<file path="config.mk">
export PLATFORM = sky130hd
export DESIGN_NAME = alu_ri_exec
export DESIGN_NICKNAME = d
export VERILOG_FILES = /design/src/rtl/alu_ri_pkg.sv /design/src/rtl/alu_ri_decode.sv /design/src/rtl/alu_ri_core.sv /design/src/rtl/alu_ri_flags.sv /design/src/rtl/alu_ri_exec.sv
export SDC_FILE = /design/constraint.sdc
export NUM_CORES = 1
export LEC_CHECK = 0
export BUFFER_PORTS_ARGS = -buffer_cell sky130_fd_sc_hd__buf_4
export CORE_MARGIN = 2
export CORE_UTILIZATION = 36
export DETAILED_ROUTE_END_ITERATION = 12
export PLACE_DENSITY_LB_ADDON = 0.2
export SYNTH_ARGS = -nofsm -noshare
export SYNTH_HDL_FRONTEND = slang
export SYNTH_SLANG_ARGS = --single-unit
</file>
<file path="constraint.sdc">
create_clock -name clk -period 10.15 [get_ports clk]
set_input_delay 1.015 -clock clk [delete_from_list [all_inputs] [get_ports clk]]
set_output_delay 1.015 -clock clk [all_outputs]
set_load 0.02 [all_outputs]
</file>
<file path="src/rtl/alu_ri_pkg.sv">
package alu_ri_pkg;
  localparam int IMM_W  = 13;
  localparam int IDX_W  = 5;
  localparam int WORD_W = 32;

  typedef enum logic [2:0] {
    OP_ADD  = 3'd0,
    OP_AND  = 3'd1,
    OP_OR   = 3'd2,
    OP_XOR  = 3'd3,
    OP_SUB  = 3'd4,
    OP_ANDN = 3'd5,
    OP_ORN  = 3'd6,
    OP_XNOR = 3'd7
  } alu_op_e;

  typedef enum logic [1:0] {
    CC_NONE  = 2'd0,
    CC_LOGIC = 2'd1,
    CC_ADD   = 2'd2,
    CC_SUB   = 2'd3
  } cc_class_e;
endpackage

</file>
<file path="src/rtl/alu_ri_decode.sv">
module alu_ri_decode
  import alu_ri_pkg::*;
(
  input  logic [WORD_W-1:0] word,
  output logic              in_group,
  output logic              illegal,
  output logic              use_imm,
  output logic              upd_cc,
  output alu_op_e           op,
  output cc_class_e         cc_cls,
  output logic [IDX_W-1:0]  rd,
  output logic [IDX_W-1:0]  rs1,
  output logic [IDX_W-1:0]  rs2,
  output logic [IMM_W-1:0]  simm
);
  logic [1:0] major;
  logic [5:0] op3;
  logic       stray;

  always_comb begin
    major    = word[31:30];
    op3      = word[24:19];
    rd       = word[29:25];
    rs1      = word[18:14];
    use_imm  = word[13];
    simm     = word[12:0];
    rs2      = word[4:0];
    in_group = (major == 2'b10) && !op3[5] && !op3[3];
    stray    = !use_imm && (word[12:5] != 8'd0);
    illegal  = in_group && stray;
    upd_cc   = op3[4];
    op       = alu_op_e'(op3[2:0]);
    if (!in_group || illegal || !upd_cc) begin
      cc_cls = CC_NONE;
    end else begin
      unique case (op)
        OP_ADD:  cc_cls = CC_ADD;
        OP_SUB:  cc_cls = CC_SUB;
        default: cc_cls = CC_LOGIC;
      endcase
    end
  end
endmodule

</file>
<file path="src/rtl/alu_ri_core.sv">
module alu_ri_core
  import alu_ri_pkg::*;
#(
  parameter int DATA_W = 32
) (
  input  alu_op_e             op,
  input  logic                use_imm,
  input  logic                upd_cc,
  input  logic [IDX_W-1:0]    rs1,
  input  logic [IDX_W-1:0]    rs2,
  input  logic [IMM_W-1:0]    simm,
  input  logic [DATA_W-1:0]   rs1_val,
  input  logic [DATA_W-1:0]   rs2_val,
  output logic [DATA_W-1:0]   result,
  output logic                a_msb,
  output logic                b_msb,
  output logic                carry,
  output logic                borrow
);
  logic [DATA_W-1:0] opa, reg_b, imm_x, opb;
  logic [DATA_W:0]   sum_w, diff_w;

  generate
    if (DATA_W > IMM_W) begin : g_sext
      assign imm_x = {{(DATA_W-IMM_W){simm[IMM_W-1]}}, simm};
    end else begin : g_trunc
      assign imm_x = simm[DATA_W-1:0];
    end
  endgenerate

  always_comb begin
    opa    = (rs1 == '0) ? '0 : rs1_val;
    reg_b  = (rs2 == '0) ? '0 : rs2_val;
    opb    = use_imm ? imm_x : reg_b;
    sum_w  = {1'b0, opa} + {1'b0, opb};
    diff_w = {1'b0, opa} - {1'b0, opb};
    carry  = sum_w[DATA_W];
    borrow = diff_w[DATA_W];
    a_msb  = opa[DATA_W-1];
    b_msb  = opb[DATA_W-1];
    unique case (op)
      OP_ADD:  result = sum_w[DATA_W-1:0];
      OP_AND:  result = opa & opb;
      OP_OR:   result = (!upd_cc && rs1 == '0) ? opb : (opa | opb);
      OP_XOR:  result = opa ^ opb;
      OP_SUB:  result = diff_w[DATA_W-1:0];
      OP_ANDN: result = opa & ~opb;
      OP_ORN:  result = opa | ~opb;
      default: result = ~(opa ^ opb);
    endcase
  end
endmodule

</file>
<file path="src/rtl/alu_ri_flags.sv">
module alu_ri_flags
  import alu_ri_pkg::*;
#(
  parameter int DATA_W = 32
) (
  input  cc_class_e           cls,
  input  logic [DATA_W-1:0]   result,
  input  logic                a_msb,
  input  logic                b_msb,
  input  logic                carry,
  input  logic                borrow,
  output logic [3:0]          nzvc
);
  logic n, z, r_msb;

  always_comb begin
    r_msb = result[DATA_W-1];
    n     = r_msb;
    z     = (result == '0);
    unique case (cls)
      CC_ADD:  nzvc = {n, z, (a_msb == b_msb) && (r_msb != a_msb), carry};
      CC_SUB:  nzvc = {n, z, (a_msb != b_msb) && (r_msb != a_msb), borrow};
      default: nzvc = {n, z, 2'b00};
    endcase
  end
endmodule

</file>
<file path="src/rtl/alu_ri_exec.sv">
module alu_ri_exec
  import alu_ri_pkg::*;
#(
  parameter int DATA_W = 32
) (
  input  logic              clk,
  input  logic              rst,
  input  logic              in_valid,
  output logic              in_ready,
  input  logic [31:0]       in_word,
  input  logic [DATA_W-1:0] in_rs1_val,
  input  logic [DATA_W-1:0] in_rs2_val,
  output logic              out_valid,
  input  logic              out_ready,
  output logic [4:0]        out_rd,
  output logic [DATA_W-1:0] out_result,
  output logic              out_wen,
  output logic              out_illegal,
  output logic              out_cc_update,
  output logic [3:0]        cc_nzvc
);
  logic             d_in_group, d_illegal, d_use_imm, d_upd_cc;
  alu_op_e          d_op;
  cc_class_e        d_cls;
  logic [IDX_W-1:0] d_rd, d_rs1, d_rs2;
  logic [IMM_W-1:0] d_simm;
  logic [DATA_W-1:0] c_result;
  logic             c_amsb, c_bmsb, c_carry, c_borrow;
  logic [3:0]       f_nzvc;
  logic             accept, legal;

  alu_ri_decode u_dec (
    .word(in_word), .in_group(d_in_group), .illegal(d_illegal),
    .use_imm(d_use_imm), .upd_cc(d_upd_cc), .op(d_op), .cc_cls(d_cls),
    .rd(d_rd), .rs1(d_rs1), .rs2(d_rs2), .simm(d_simm)
  );

  alu_ri_core #(.DATA_W(DATA_W)) u_core (
    .op(d_op), .use_imm(d_use_imm), .upd_cc(d_upd_cc), .rs1(d_rs1),
    .rs2(d_rs2), .simm(d_simm), .rs1_val(in_rs1_val), .rs2_val(in_rs2_val),
    .result(c_result), .a_msb(c_amsb), .b_msb(c_bmsb),
    .carry(c_carry), .borrow(c_borrow)
  );

  alu_ri_flags #(.DATA_W(DATA_W)) u_flags (
    .cls(d_cls), .result(c_result), .a_msb(c_amsb), .b_msb(c_bmsb),
    .carry(c_carry), .borrow(c_borrow), .nzvc(f_nzvc)
  );

  assign in_ready = !out_valid || out_ready;
  assign accept   = in_valid && in_ready;
  assign legal    = d_in_group && !d_illegal;

  always_ff @(posedge clk) begin
    if (rst) begin
      out_valid <= 1'b0;
      cc_nzvc   <= 4'd0;
    end else begin
      if (accept) begin
        out_valid <= 1'b1;
        if (d_cls != CC_NONE) cc_nzvc <= f_nzvc;
      end else if (out_ready) begin
        out_valid <= 1'b0;
      end
    end
  end

  always_ff @(posedge clk) begin
    if (accept) begin
      out_rd        <= d_rd;
      out_result    <= legal ? c_result : '0;
      out_wen       <= legal && (d_rd != '0);
      out_illegal   <= d_illegal;
      out_cc_update <= (d_cls != CC_NONE);
    end
  end
endmodule

</file>
## Word level (Yosys, flattened, before mapping)

Cells that the tools add are included.

| cells by class | value |
|---|---|
| add/sub/neg operators | 2 |
| equal/unequal tests | 12 |
| mux-type cells | 10 |
| bitwise logic cells | 7 |
| reductions and logical operators | 29 |

Operator list:

| operator | number |
|---|---|
| case mux 32 bit (7 select lines) | 1 |
| 2-to-1 mux 32 bit | 4 |
| AND 32 bit | 2 |
| inverter 32 bit | 2 |
| OR 32 bit | 2 |
| adder 32 x 32 -> 33 bit | 1 |
| subtractor 32 x 32 -> 33 bit | 1 |
| zero test 32 bit | 1 |
| XOR 32 bit | 1 |
| logical AND 1 bit | 10 |
| zero test 5 bit | 2 |
| == test 3 bit (second input constant) | 3 |
| case mux 2 bit (2 select lines) | 2 |
| nonzero test 8 bit | 1 |
| zero test 1 bit | 7 |
| == test 2 bit (second input constant) | 3 |
| == test 3 x 2 -> 1 bit (second input constant) | 2 |
| nonzero test 5 bit | 1 |
| nonzero test 2 bit | 2 |
| == test 3 x 1 -> 1 bit (second input constant) | 1 |
| zero test 3 bit | 1 |
| logical OR 1 bit | 3 |
| 2-to-1 mux 1 bit | 2 |
| 2-to-1 mux 2 bit | 1 |
| other kinds (3) | 4 |

| storage, ports and cells | value |
|---|---|
| bits in registers | 45 |
| bits of input ports | 100 |
| output and inout bits | 46 |
| word-level logic and storage cells | 67 |

## Longest topological paths before layout

| depth | value |
|---|---|
| depth after elaboration | 9 |
| depth in mapped cells | 20 |
| gate-level depth less buffers | 18 |

## By module

A second synthesis with hierarchy kept.

| second synthesis, totals | value |
|---|---|
| cells, all modules | 1242 |
| area, all modules | 9308.9 sq um |

Modules (own cells, without submodules):

| module | instances | cells an instance | area an instance (sq um) | sequential area each (sq um) |
|---|---|---|---|---|
| alu_ri_core | 1 | 1078 | 7174.4 | 0.0 |
| alu_ri_exec | 1 | 102 | 1676.6 | 1301.2 |
| alu_ri_decode | 1 | 42 | 322.8 | 0.0 |
| alu_ri_flags | 1 | 20 | 135.1 | 0.0 |

## Worst setup path before layout

No wires, ideal clock.

| timing | value |
|---|---|
| kind | input to register |
| from | in in_word[15] |
| to | reg cc_nzvc[2] |
| setup time | 0.057 ns |
| arrival | 5.208 ns |
| required time | 10.093 ns |
| setup slack | 4.885 ns |
| stages on the path | 20 |
| cells stage by stage | nor4_1 -> nand2b_1 -> clkbuf_1 -> clkbuf_1 -> and2_1 -> inv_1 -> ha_1 -> inv_1 -> fa_1 -> nor2b_1 -> o311ai_2 -> a211oi_1 -> or4_1 -> a31oi_1 -> o221a_2 -> a211oi_1 -> nor4_1 -> nand4_1 -> nor4_1 -> a21o_1 |

| between the ends | value |
|---|---|
| word-level cells in the longest chain between the ends | 6 |

Ends and longest elaborated chain:

| what | RTL line | source |
|---|---|---|
| start, declared | alu_ri_exec.sv:10 | `input logic [31:0] in_word,` |
| zero test 5 bit (*) | alu_ri_core.sv:32, alu_ri_core.sv:44 |  |
| branches (longest 3 deep; another with subtractor 32 x 32 -> 33 bit) | - |  |
| case mux 32 bit (7 select lines) (*) | alu_ri_core.sv:41 | `unique case (op)` |
| zero test 32 bit (*) | alu_ri_flags.sv:19 | `z = (result == '0);` |
| end signal, assigned | alu_ri_exec.sv:61 | `if (d_cls != CC_NONE) cc_nzvc <= f_nzvc;` |
| end, declared | alu_ri_exec.sv:20 | `output logic [3:0] cc_nzvc` |

Mark *: on every way between the ends.
A chain may end at the register's enable or synchronous reset.

## Final worst setup path

Same ends and word-level chain as after synthesis.

==> results.ini <==
[placed_design]
routabilityCongestion=1.026
port_buffers=145
hpwl_mm=32.21

[floorplanning]
die_y_um=169.5
core-area_mm2=0.02695
start_util_pct=36.60
die_area_mm2=0.02874
die_x_um=169.5
pin_count=146
num_rows=60

[sta]
finalSetupViolations=0
whs_ns=0.4666
min_period_over_period_pct=58.61
final_hold_viol_count=0
max_freq_mhz=168.1
fin_skew_ns=0.007081
drv_slew=0
layout_min_cycle_time_ns=5.949
slew-limit-headroom_pct=34.21
worstMarginPinSlew_ns=0.9845
rsz0062_at_grt=false
tns_ns=0

[critical_path]
rr_startpoint=out_valid
critPathCaptureType=flip-flop
cp-start-kind=input pin
slowest_stage=nor4_1
critical_path.max_fanout=32
r2r_slack_ns=6.77
cp.required_ns=10.38
critPathArrivalTime_ns=6.18
crit_type=in2reg
reg2reg_depth=9
slowest_delay_ns=0.65
cp_common_cell=nor4_1
r2r-end=cc_nzvc[2]
path_cells=buf_4 > nor4_1 > nand2b_1 > buf_4 > and2_1 > inv_1 > ha_1 > inv_1 > fa_1 > nor2b_1 > o311ai_2 > a211oi_1 > or4_1 > a31oi_1 > o221a_2 > a211oi_1 > nor4_1 > nand4_1 > nor4_1 > a21o_1

[synth]
synthTopCellsByArea=ha_1, edfxtp_1, a21oi_1, o21ai_0, inv_1
syn_area_mm2=0.009864
synthArstFlopShare_pct=0
synth-main-ff-cell=edfxtp_1
yosys.cell_types.count=94
ys_warn_count=0
synth.net_count=1589
ys_seq_area_share_pct=13.19
synth_seq_cells=45
avgSynthCellArea_um2=7.296
synth_edf_count=40
yosys.area.top_type=ha_1
synth_cells=1352
synth_top_area_share_pct=17.12

[clock_network]
numCtsBuffers=5
clock-sinks=45
htree_levels=2
cts-resized-gates=0
postCtsSetupBuffers=0
clk-insertion-delay-late_ns=0.28
cts.clk_slew.worst_paths_ns=0.06
cts_buffer_depth=2
cts-root-buf=clkbuf_16
postCtsHoldBufs=0
cts_tree=yes

[routing]
vias=10880
drc=0
drt.antenna.violating_nets=0
dr.first_iter.drc_count=1135
drtPass1Iterations=5
wl_mm=40.56
routedWlPerCell_um=22.87
routed_via_density=6.135

[global_route]
grt_pass1_wl_mm=61.47
top_usage_layer=met1
antenna_found_initial=0
grtUsageMet2_pct=39.95
grt_pass1_vias=10050
gr-total-overflow=0
grtUsageMet1_pct=42.77
grt_usage_pct=27.68
grt_use_met3_pct=3.195
grt_max_degree=46

[worst_hold_path]
min_to=cc_nzvc[2]
hp-start=cc_nzvc[2]
hp-class=reg2reg
worstHoldPathCells=1

[final_layout]
area_growth_pct=14.27
nets=1669
layout_commonest_cell=buf_4
fillers=2842
most-common-layout-cells=buf_4, ha_1, a21oi_1, inv_1, o21ai_0
diodes=0
drive_gt1_share_pct=14.03

[power_and_ir_drop]
p_leak_nw=4.759
totalPowerFinal_mw=1.029
powerDensity_mw_per_mm2=91.30
worst_ir_drop_vdd_mv=0.06091

[run]
max_cap_viol_count=0

[run_status]
status=finished, final reports clean

metrics by stage:
step                      cells  cell area, um2  worst slack [ns]  utilization, %
after global placement     1766           11100             3.990           41.19
after CTS                  1774           11270             4.283           41.82
after floorplan            1352            9864             4.885               -
after global routing       1774           11270             3.803           41.82
after detailed placement   1766           11100             4.002           41.19
final                      1774           11270             4.201           41.82
power by group:
part           switching [mW]  internal, mW
registers             0.00237         0.211
logic                   0.416         0.223
clock network          0.0636         0.113
synth_stat cells, types with 21 or more instances:
cell type / count
o21ai_0: 104
nand3_1: 24
ha_1: 135
a211oi_1: 33
clkbuf_1: 55
nand2b_1: 21
nand2_1: 94
a21oi_1: 109
nor4_1: 26
xnor2_1: 39
inv_1: 105
nor3_1: 29
edfxtp_1: 40
nor2_1: 103
and2_1: 48
final cells by class:
| class | instances | area, um2 | share of cell area, % |
|---|---|---|---|
| multi-input cells | 1116 | 7792 | 69.13 |
| flip-flops and latches | 45 | 1301 | 11.54 |
| repair buffers | 157 | 1179 | 10.46 |
| well taps | 341 | 426.7 | 3.785 |
| inverters | 107 | 401.6 | 3.563 |
| clock buffers | 7 | 163.9 | 1.454 |
| clock inverters | 1 | 7.507 | 0.06660 |
layer usage:
metal / vias up / routed length [um]
li1: 5160 / -
met1: 5107 / 19330
met2: 555 / 16440
met3: 62 / 3759
met4: 0 / 1037
met5: - / 0
cell families after synthesis:
logic type,share of synthesized area [%]
xor+xnor,3.729
flops,13.19
fa+ha+maj,17.53
compound gates,32.48
mux,1.991
buf+inv,7.877
simple gates,23.20
flip-flops by register name, summed over array words and instances (netlist names):
register and cells:
out_rd 5, out_wen 1, out_illegal 1, out_cc_update 1
out_result 32, out_valid 1, cc_nzvc 4
critical path, delay by kind of cell:
kind	cells	cell delay, ns
buf+inv	4	0.55
simple gates	8	2.43
fa+ha+maj	2	0.64
compound gates	6	1.51
worst max path at each step:
stage                 from         end  depth (start not counted)
6_report       in_word[15]  cc_nzvc[2]                         20
5_1_grt        in_word[13]  cc_nzvc[2]                         16
4_1_cts        in_word[15]  cc_nzvc[2]                         20
3_5_place_dp   in_word[15]  cc_nzvc[2]                         20
3_3_place_gp   in_word[13]  cc_nzvc[2]                         16
2_1_floorplan  in_word[15]  cc_nzvc[2]                         20
(Power assumes the default switching activity.)
